**src/rtl/ssx_pkg.sv**
```systemverilog
`timescale 1ns/1ps
package ssx_pkg;
  // Strobes from control to datapath, one cycle each
  typedef struct packed {
    logic load;      // copy byte registers into the shifter
    logic shiftOut;  // falling shift edge: present next bit
    logic sample;    // rising shift edge: take in sdi
    logic finish;    // last sample of the frame
    logic halted;    // engine idle, host writes allowed
  } ssxStrobe_t;
endpackage

```
**src/rtl/ssx_ctrl.sv**
```systemverilog
`timescale 1ns/1ps
module ssx_ctrl
  import ssx_pkg::*;
#(
  parameter int DIV_BITS    = 4,
  parameter int BYTE_W      = 8,
  parameter int SYNC_STAGES = 2
) (
  input  logic                clk,
  input  logic                rstN,
  input  logic                cfgWe,
  input  logic                cfgWide,
  input  logic                cfgExtClk,
  input  logic                cfgMark,
  input  logic [DIV_BITS-1:0] cfgDiv,
  input  logic                startReq,
  input  logic                irqClr,
  input  logic                ovrClr,
  input  logic                sckIn,
  output ssxStrobe_t          strb,
  output logic                wideMode,
  output logic                busy,
  output logic                irq,
  output logic                overrun,
  output logic                sckOut,
  output logic                sckOe
);
  localparam int CNT_W    = (1 << DIV_BITS) - 1;
  localparam int FRAME_MX = 2 * BYTE_W;
  localparam int BIT_W    = $clog2(FRAME_MX);

  logic                   extReg;
  logic [DIV_BITS-1:0]    divReg;
  logic [CNT_W-1:0]       divCnt, halfLim;
  logic [BIT_W-1:0]       bitCnt, frameLast;
  logic [SYNC_STAGES-1:0] syncQ;
  logic                   sckPrev, sckInt, doneSeen;
  logic                   softRst, startOk, tick, extRise, extFall;
  logic                   fallStb, riseStb, lastBit, ovrSet;

  assign softRst   = cfgWe & ~cfgMark;
  assign startOk   = startReq & ~busy & ~overrun & ~softRst;
  assign halfLim   = ~({CNT_W{1'b1}} << divReg);
  assign tick      = busy & ~extReg & (divCnt == halfLim);
  assign extRise   = syncQ[SYNC_STAGES-1] & ~sckPrev;
  assign extFall   = ~syncQ[SYNC_STAGES-1] & sckPrev;
  assign frameLast = wideMode ? BIT_W'(FRAME_MX - 1) : BIT_W'(BYTE_W - 1);
  assign fallStb   = extReg ? (busy & extFall) : (tick & sckInt);
  assign riseStb   = extReg ? (busy & extRise) : (tick & ~sckInt);
  assign lastBit   = riseStb & (bitCnt == frameLast);
  assign ovrSet    = extReg & doneSeen & ~busy & (extRise | extFall);

  always_comb begin
    strb.load     = startOk;
    strb.shiftOut = fallStb;
    strb.sample   = riseStb;
    strb.finish   = lastBit;
    strb.halted   = ~busy;
  end

  assign sckOut = sckInt;
  assign sckOe  = ~extReg;

  always_ff @(posedge clk or negedge rstN) begin
    if (!rstN) begin
      wideMode <= 1'b0;
      extReg   <= 1'b0;
      divReg   <= '0;
      busy     <= 1'b0;
      bitCnt   <= '0;
      divCnt   <= '0;
      sckInt   <= 1'b1;
      doneSeen <= 1'b0;
      irq      <= 1'b0;
      overrun  <= 1'b0;
      syncQ    <= '1;
      sckPrev  <= 1'b1;
    end else begin
      syncQ   <= {syncQ[SYNC_STAGES-2:0], sckIn};
      sckPrev <= syncQ[SYNC_STAGES-1];
      if (cfgWe) begin
        wideMode <= cfgWide;
        extReg   <= cfgExtClk;
        divReg   <= cfgDiv;
      end
      if (softRst) begin
        busy     <= 1'b0;
        bitCnt   <= '0;
        divCnt   <= '0;
        sckInt   <= 1'b1;
        doneSeen <= 1'b0;
      end else if (startOk) begin
        busy     <= 1'b1;
        bitCnt   <= '0;
        divCnt   <= '0;
        sckInt   <= 1'b1;
        doneSeen <= 1'b0;
      end else begin
        if (tick) begin
          divCnt <= '0;
          sckInt <= ~sckInt;
        end else if (busy && !extReg) begin
          divCnt <= divCnt + 1'b1;
        end
        if (riseStb) begin
          if (lastBit) begin
            busy     <= 1'b0;
            bitCnt   <= '0;
            doneSeen <= 1'b1;
          end else begin
            bitCnt <= bitCnt + 1'b1;
          end
        end
      end
      if (lastBit && !softRst) irq <= 1'b1;
      else if (irqClr)         irq <= 1'b0;
      if (ovrSet)      overrun <= 1'b1;
      else if (ovrClr) overrun <= 1'b0;
    end
  end
endmodule

```
**src/rtl/ssx_datapath.sv**
```systemverilog
`timescale 1ns/1ps
module ssx_datapath
  import ssx_pkg::*;
#(
  parameter int BYTE_W = 8
) (
  input  logic              clk,
  input  logic              rstN,
  input  ssxStrobe_t        strb,
  input  logic              wideMode,
  input  logic              loWe,
  input  logic              hiWe,
  input  logic [BYTE_W-1:0] wrData,
  input  logic              levelWe,
  input  logic              levelVal,
  input  logic              sdi,
  output logic [BYTE_W-1:0] dataLo,
  output logic [BYTE_W-1:0] dataHi,
  output logic              sdo
);
  localparam int SH_W = 2 * BYTE_W;

  logic [SH_W-1:0] shReg, shNext;

  always_comb begin
    if (wideMode) shNext = {sdi, shReg[SH_W-1:1]};
    else          shNext = {shReg[SH_W-1:BYTE_W], sdi, shReg[BYTE_W-1:1]};
  end

  always_ff @(posedge clk or negedge rstN) begin
    if (!rstN) begin
      shReg  <= '0;
      dataLo <= '0;
      dataHi <= '0;
      sdo    <= 1'b1;
    end else begin
      if (strb.load)        shReg <= {dataHi, dataLo};
      else if (strb.sample) shReg <= shNext;

      if (strb.finish)                 dataLo <= shNext[BYTE_W-1:0];
      else if (loWe && strb.halted)    dataLo <= wrData;

      if (strb.finish && wideMode)     dataHi <= shNext[SH_W-1:BYTE_W];
      else if (hiWe && strb.halted)    dataHi <= wrData;

      if (strb.shiftOut)               sdo <= shReg[0];
      else if (levelWe && strb.halted) sdo <= levelVal;
    end
  end
endmodule

```
**src/rtl/sync_serial_xcvr.sv**
```systemverilog
`timescale 1ns/1ps
module sync_serial_xcvr
  import ssx_pkg::*;
#(
  parameter int DIV_BITS    = 4,
  parameter int BYTE_W      = 8,
  parameter int SYNC_STAGES = 2
) (
  input  logic                clk,
  input  logic                rstN,
  input  logic                cfgWe,
  input  logic                cfgWide,
  input  logic                cfgExtClk,
  input  logic                cfgMark,
  input  logic [DIV_BITS-1:0] cfgDiv,
  input  logic                loWe,
  input  logic                hiWe,
  input  logic [BYTE_W-1:0]   wrData,
  output logic [BYTE_W-1:0]   dataLo,
  output logic [BYTE_W-1:0]   dataHi,
  input  logic                startReq,
  output logic                busy,
  output logic                irq,
  input  logic                irqClr,
  output logic                overrun,
  input  logic                ovrClr,
  input  logic                levelWe,
  input  logic                levelVal,
  input  logic                sckIn,
  output logic                sckOut,
  output logic                sckOe,
  input  logic                sdi,
  output logic                sdo
);
  ssxStrobe_t strb;
  logic       wideMode;

  ssx_ctrl #(.DIV_BITS(DIV_BITS), .BYTE_W(BYTE_W), .SYNC_STAGES(SYNC_STAGES)) u_ctrl (
    .clk(clk), .rstN(rstN), .cfgWe(cfgWe), .cfgWide(cfgWide), .cfgExtClk(cfgExtClk),
    .cfgMark(cfgMark), .cfgDiv(cfgDiv), .startReq(startReq), .irqClr(irqClr),
    .ovrClr(ovrClr), .sckIn(sckIn), .strb(strb), .wideMode(wideMode), .busy(busy),
    .irq(irq), .overrun(overrun), .sckOut(sckOut), .sckOe(sckOe)
  );

  ssx_datapath #(.BYTE_W(BYTE_W)) u_dp (
    .clk(clk), .rstN(rstN), .strb(strb), .wideMode(wideMode), .loWe(loWe), .hiWe(hiWe),
    .wrData(wrData), .levelWe(levelWe), .levelVal(levelVal), .sdi(sdi),
    .dataLo(dataLo), .dataHi(dataHi), .sdo(sdo)
  );
endmodule

```
**config.mk**
```make
export PLATFORM = sky130hd
export DESIGN_NAME = sync_serial_xcvr
export DESIGN_NICKNAME = d
export VERILOG_FILES = /design/src/rtl/ssx_pkg.sv /design/src/rtl/ssx_ctrl.sv /design/src/rtl/ssx_datapath.sv /design/src/rtl/sync_serial_xcvr.sv
export SDC_FILE = /design/constraint.sdc
export NUM_CORES = 1
export LEC_CHECK = 0
export BUFFER_PORTS_ARGS = -buffer_cell sky130_fd_sc_hd__buf_2
export CELL_PAD_IN_SITES_DETAIL_PLACEMENT = 0
export CELL_PAD_IN_SITES_GLOBAL_PLACEMENT = 1
export CORE_ASPECT_RATIO = 0.5
export CORE_UTILIZATION = 50
export CTS_BUF_LIST = sky130_fd_sc_hd__clkbuf_8
export DETAILED_ROUTE_END_ITERATION = 16
export PLACE_DENSITY = 0.95
export SYNTH_ARGS = -nofsm -noshare
export SYNTH_HDL_FRONTEND = slang
export SYNTH_HIERARCHICAL = 1
export SYNTH_SLANG_ARGS = --single-unit
```
**constraint.sdc**
```tcl
create_clock -name clk -period 5.25 [get_ports clk]
set_clock_uncertainty 0.1 [all_clocks]
set_input_delay 0.2625 -clock clk [delete_from_list [all_inputs] [get_ports clk]]
set_output_delay 0.2625 -clock clk [all_outputs]
set_load 0.01 [all_outputs]
```
==> results.py, run 1 <==
metrics = {
    "placement": {
        "gp_congestion": 0.8207,
        "portBuffers": 48,
        "dp_hpwl_mm": 5.226,
    },
    "run_status": {
        "violations": "DRC, hold timing",
        "status": "finished with violations",
    },
    "power_and_ir_drop": {
        "pwr-share-seq_pct": 49.8,
        "leakage_nw": 1.833,
        "p_sw_uw": 418.2,
        "p_per_area_nw_per_um2": 345.6,
        "combPwrFrac_pct": 18.3,
        "intPower_uw": 958.1,
        "total_power_mw": 1.376,
        "peakVddDrop_mv": 0.2113,
        "p_sw_share_pct": 30.39,
        "power_frac_clock_pct": 31.9,
    },
    "global_routing": {
        "grt_antenna_before_repair": 0,
        "grt_overflow": 0,
        "grt_usage_pct": 22.44,
        "grt_pass1_wl_mm": 12.25,
        "grt_max_degree": 67,
        "grt_pass1_vias": 2527,
    },
    "finish": {
        "n_antenna_cell": 0,
        "fin_nets": 430,
        "drive_gt1_share_pct": 20.79,
        "area_growth_syn_to_layout_pct": 13.31,
        "final_util_pct": 59.21,
    },
    "sta": {
        "finalCriticalPeriod_ns": 3.615,
        "tns_ns": 0,
        "max_freq_mhz": 276.6,
        "worstMarginPinSlew_ns": 0.8118,
        "hold_violations": 2,
        "finalSetupViolations": 0,
        "fin_crit_sh_pct": 68.86,
        "rsz0062_at_grt": "no",
        "holdWs_ns": -0.0008069,
        "max_slew_margin_pct": 45.88,
        "slew_viol_final": 0,
    },
    "floorplanning": {
        "die_h_um": 61.29,
        "num_rows": 21,
        "die-width_um": 120.6,
        "coreArea_um2": 6726,
        "start_util_pct": 52.25,
        "dieArea_um2": 7389,
        "ios": 49,
    },
    "setup_path": {
        "timing_worst_setup_path_type": "register to register",
        "start_kind": "register",
        "cp_max_fo": 21,
        "critPathRequiredTime_ns": 5.36,
        "cp-end-kind": "register",
        "arrival_ns": 3.72,
    },
    "synthesis": {
        "syn_inst": 358,
        "async_flop_share_pct": 100.0,
        "synth_edf_count": 0,
        "synthFlopType": "dfrtp_1",
        "netlist.area_leader.share_pct": 43.43,
        "ys_types": 50,
        "synth_seq_cells": 66,
        "yosysTopAreaCell": "dfrtp_1",
        "syn_nets": 389,
        "synthesis.area_um2": 3515,
        "synthTopCellsByArea": "dfrtp_1 (43%), mux2i_1 (10%), nand2_1 (5.6%)",
        "ys_seq_area_share_pct": 47.17,
        "syn_area_per_cell_um2": 9.817,
        "yosys_warnings": 6,
    },
    "min_path": {
        "hp-class": "primary input to asynchronous set/reset pin",
    },
    "clock_network": {
        "clkTransAtPathRegs_ns": 0.08,
        "ctsResizeCount": 0,
        "htreeDepth": 3,
        "cts_made_buffers": 9,
        "cts_setup_buffers": 0,
        "cts_max_path_buffers": 2,
        "cts_tree": "yes",
        "cts.root.buffer_cell": "clkbuf_8",
        "cts.sinks": 66,
        "clk_latency_ns": 0.36,
    },
    "detailed_routing": {
        "drtIter0Drc": 131,
        "ant_nets": 0,
        "via_per_inst": 5.583,
        "wirelength_mm": 7.405,
        "post_drt_wl_per_cell_um": 14.93,
        "remaining_drc_errors": 2,
        "dr.pass1.iters": 10,
        "num_vias": 2769,
    },
    "flow_run": {
        "maxCapViolCount": 0,
    },
}
-- registers in the layout (all words and copies together) (netlist names), 2 cells and up --
name / count
u_ctrl/bitCnt: 4
u_dp/dataLo: 8
u_ctrl/divCnt: 15
u_ctrl/syncQ: 2
u_ctrl/divReg: 4
u_dp/shReg: 16
u_dp/dataHi: 8
-- cells in the mapped netlist (all sizes together), types with 7 or more instances --
master,count
a21oi,8
and3,7
buf,14
clkbuf,8
dfrtp,61
inv,11
mux2i,35
nand2,55
nand3,12
nor2,19
o21ai,36
xnor2,11
xor2,9
-- final timing paths --
kind	startpoint	end	slack, ns	cells after the start
max	u_ctrl/divReg[3]$_DFFE_PN0P_	u_dp/dataHi[6]$_DFFE_PN0P_	1.63	9
min	rstN	u_ctrl/bitCnt[3]$_DFFE_PN0P_	-0.0008	2
max reg2reg	u_ctrl/divReg[3]$_DFFE_PN0P_	u_dp/dataHi[6]$_DFFE_PN0P_	1.63	9
min reg2reg	u_ctrl/syncQ[0]$_DFF_PN1_	u_ctrl/syncQ[1]$_DFF_PN1_	0.27	0
max in group asynchronous	rstN	u_dp/dataLo[3]$_DFFE_PN0P_	4.54	2
min in group clk	cfgExtClk	u_ctrl/extReg$_DFFE_PN0P_	0.02	3
-- worst max-delay path: stages (launching register included) --
cell and delay, ns:
dfrtp_1 0.72, nand4b_1 0.19, o32ai_1 0.15, a41oi_1 0.06, or4_1 0.70, o31a_1 0.40, nor2_1 0.13, buf_4 0.21
and2_0 0.58, o21ai_0 0.21
-- final cells by class --
cell class                      count  area, µm²
Clock buffer                       11      151.4
Sequential cell                    66       1658
Multi-Input combinational cell    259       1690
Fill cell                         582       2744
Tap cell                           92      115.1
Timing Repair Buffer               52      272.8
Inverter                           11      41.29
Clock inverter                      5      53.80
-- power groups by stage --
| stage | Sequential, mW | Clock [mW] | Combinational [mW] |
|---|---|---|---|
| finish | 0.685 | 0.439 | 0.253 |
| global route | 0.698 | 0.474 | 0.286 |
| CTS | 0.684 | 0.453 | 0.256 |
| detailed placement | 0.693 | 0 | 0.254 |
| global placement | 0.688 | 0 | 0.244 |
| floorplan | 0.682 | 0 | 0.164 |
-- repair_timing --
| action | 4_1_cts | 5_1_grt |
|---|---|---|
| hold buffers | 1 | 0 |
| endpoints found under the hold margin | 1 | 0 |
| setup endpoints to repair | 0 | 0 |
-- layer usage --
metal  vias to the layer above  wire (µm)  global-route usage, %
met3                        10        311                  6.852
li1                       1336          -                      -
met1                      1363       3433                  27.90
met4                         0        114                  10.23
met5                         -          0                      0
met2                        60       3546                  37.36
-- metrics by stage --
stage	setup slack, ns	hold WS (ns)	std cells	cell area [µm²]
after floorplan	2.418	-0.1331	358	3515
after global placement	1.793	0.2498	479	3767
after detailed placement	1.683	0.2565	479	3767
after CTS	1.649	0.003117	496	3983
after global routing	1.306	0.006856	496	3983
final	1.635	-0.0008069	496	3983
-- cells in the final DEF (no fill, tap or decap), types with 3 or more instances in the layout --
| cell type | count |
|---|---|
| dfrtp_1 | 61 |
| nand2_1 | 52 |
| buf_2 | 48 |
| o21ai_0 | 35 |
| mux2i_1 | 35 |
| nor2_1 | 19 |
| inv_1 | 12 |
| nand3_1 | 12 |
| clkbuf_8 | 11 |
| xnor2_1 | 11 |
| xor2_1 | 9 |
| a21oi_1 | 8 |
| and3_1 | 7 |
| mux2_2 | 5 |
| dfstp_2 | 5 |
| or4_1 | 4 |
| nand4_1 | 4 |
| nand2b_1 | 4 |
| ha_1 | 4 |
| buf_4 | 3 |
| a211oi_1 | 3 |
| nand3b_1 | 3 |
| o31ai_1 | 3 |
| or3_1 | 3 |
| o41ai_1 | 3 |
| nand2_2 | 3 |
-- cells by family after synthesis --
family / after synthesis / share of synthesized area (%)
adder cells (fa/ha/maj): 4 / 1.424
flip-flops: 66 / 47.17
AND/OR/NAND/NOR: 124 / 17.12
buffers and inverters: 33 / 4.735
AO/OA/AOI/OAI: 71 / 12.99
XOR/XNOR: 20 / 4.984
multiplexers: 40 / 11.57
Note: power is estimated with default switching activity, not from simulation.
==> run 2, diff against run 1 <==
CORE_UTILIZATION = 42   (was 50)
PLACE_DENSITY = 0.86   (was 0.95)
clock period = 3.05 ns   (was 5.25 ns; I/O delays follow)
==> run 2 against run 1 <==
Compared with the run above:
- the flow now finishes without violations
- first-iteration DRC count is 8.4% lower
- flip-flop and latch count stayed put
- critical path depth is 1 higher
- worst setup slack worse by 1.4 ns
- count of clock-buffer cells in the layout stayed put
- clock power is 71% higher
==> results.py, run 2 (synthesized netlist as in run 1, its figures left out) <==
metrics = {
    "setup_path": {
        "start_kind": "register",
        "critPathRequiredTime_ns": 3.24,
        "timing_worst_setup_path_type": "register to register",
        "cp-end-kind": "register",
        "cp_max_fo": 14,
        "arrival_ns": 3.00,
    },
    "power_and_ir_drop": {
        "peakVddDrop_mv": 0.3761,
        "leakage_nw": 1.925,
        "p_per_area_nw_per_um2": 568.8,
    },
    "detailed_routing": {
        "num_vias": 2783,
        "ant_nets": 0,
        "post_drt_wl_per_cell_um": 14.31,
        "drtIter0Drc": 120,
        "remaining_drc_errors": 0,
        "via_per_inst": 5.182,
        "dr.pass1.iters": 4,
        "wirelength_mm": 7.685,
    },
    "global_routing": {
        "grt_antenna_before_repair": 0,
        "grt_overflow": 0,
        "grt_max_degree": 67,
        "grt_pass1_wl_mm": 13.19,
        "grt_usage_pct": 19.49,
        "grt_pass1_vias": 2687,
    },
    "finish": {
        "top_register": "u_dp/shReg",
        "multi_input_area_um2": 1693,
        "largest_register_ffs": 16,
        "n_antenna_cell": 0,
        "final_util_pct": 52.14,
        "seq_area_um2": 1660,
        "area_growth_syn_to_layout_pct": 19.54,
        "drive_gt1_share_pct": 22.59,
        "mostFrequentLayoutCell": "dfrtp_1",
        "top_regs": "u_dp/shReg x16, u_ctrl/divCnt x15",
        "nFillCells": 750,
        "final_cell_mix": "dfrtp_1 (59), nand2_1 (52), buf_2 (48)",
        "fin_nets": 451,
    },
    "flow_run": {
        "maxCapViolCount": 0,
    },
    "floorplanning": {
        "start_util_pct": 43.62,
        "dieArea_um2": 8760,
        "num_rows": 23,
        "die-width_um": 131.4,
        "coreArea_um2": 8058,
        "die_h_um": 66.69,
        "ios": 49,
    },
    "placement": {
        "dp_hpwl_mm": 5.366,
        "portBuffers": 48,
        "gp_congestion": 0.7827,
    },
    "run_status": {
        "status": "completed",
    },
    "clock_network": {
        "cts_made_buffers": 9,
        "clkTransAtPathRegs_ns": 0.07,
        "cts.root.buffer_cell": "clkbuf_8",
        "htreeDepth": 3,
        "clk_latency_ns": 0.35,
        "cts_setup_buffers": 0,
        "cts_max_path_buffers": 2,
        "cts_tree": "yes",
        "cts.sinks": 66,
    },
    "sta": {
        "max_freq_mhz": 356.4,
        "finalCriticalPeriod_ns": 2.806,
        "tns_ns": 0,
        "hold_violations": 0,
        "rsz0062_at_grt": "no",
        "finalSetupViolations": 0,
        "max_slew_margin_pct": 44.24,
        "fin_crit_sh_pct": 92.00,
        "holdWs_ns": 0.01068,
        "slew_viol_final": 0,
        "worstMarginPinSlew_ns": 0.8364,
    },
    "min_path": {
        "hp-class": "primary input to register",
    },
}
-- run 2: final timing paths --
kind	from	to	slack [ns]	depth (start not counted)
worst max-delay path	u_ctrl/divReg[1]$_DFFE_PN0P_	u_dp/shReg[7]$_DFFE_PN0P_	0.24	10
min in group asynchronous	rstN	u_dp/dataHi[4]$_DFFE_PN0P_	0.44	3
worst min-delay path	wrData[4]	u_dp/dataHi[4]$_DFFE_PN0P_	0.01	3
worst min register to register	u_ctrl/syncQ[0]$_DFF_PN1_	u_ctrl/syncQ[1]$_DFF_PN1_	0.26	0
max in group asynchronous	rstN	u_ctrl/divReg[3]$_DFFE_PN0P_	1.83	3
worst max register to register	u_ctrl/divReg[1]$_DFFE_PN0P_	u_dp/shReg[7]$_DFFE_PN0P_	0.24	10
-- run 2: what timing repair did --
item	in CTS	in global routing
setup endpoints to repair	0	7
resized for setup	0	2
hold buffers	14	0
hold endpoints to repair	73	0
-- run 2: per-stage QoR --
step	instances	cell area, µm²	setup WS, ns	power (mW)
6_report	537	4202	0.2439	2.390
5_1_grt	537	4202	0.003182	2.547
4_1_cts	537	4199	0.2002	2.421
3_5_place_dp	507	3855	0.2182	1.642
3_3_place_gp	507	3855	0.2779	1.631
2_1_floorplan	358	3515	0.2183	1.456
-- run 2: where the power goes --
part           internal [mW]  leakage, nW  total, mW  switching, mW
logic                  0.218        0.998      0.457          0.239
clock network          0.417        0.105      0.751          0.333
registers               1.03        0.822       1.18          0.148
total                   1.67         1.93       2.39          0.721
-- run 2: final cells by class --
cell class	count	area share, %
inverter	11	0.9827
timing repair buffer	73	11.02
sequential	66	39.52
clock buffer	11	3.603
multi-input combinational	259	40.29
tap	112	3.335
clock inverter	5	1.251
-- run 2: routing by layer --
metal,wire [µm],global-route usage (%),vias up
met5,0,0,-
met1,3778,25.43,1331
met4,116,7.267,0
li1,-,-,1376
met2,3440,30.92,59
met3,350,5.784,17
-- run 2: worst max-delay path, cell delays in order (launching register included) --
cell      delay, ns
dfrtp_1        0.51
or4_1          0.59
o22a_1         0.23
a22oi_2        0.14
nand4_2        0.12
o31a_1         0.33
inv_1          0.13
buf_4          0.21
nor2_1         0.05
a211oi_1       0.21
a21o_1         0.11
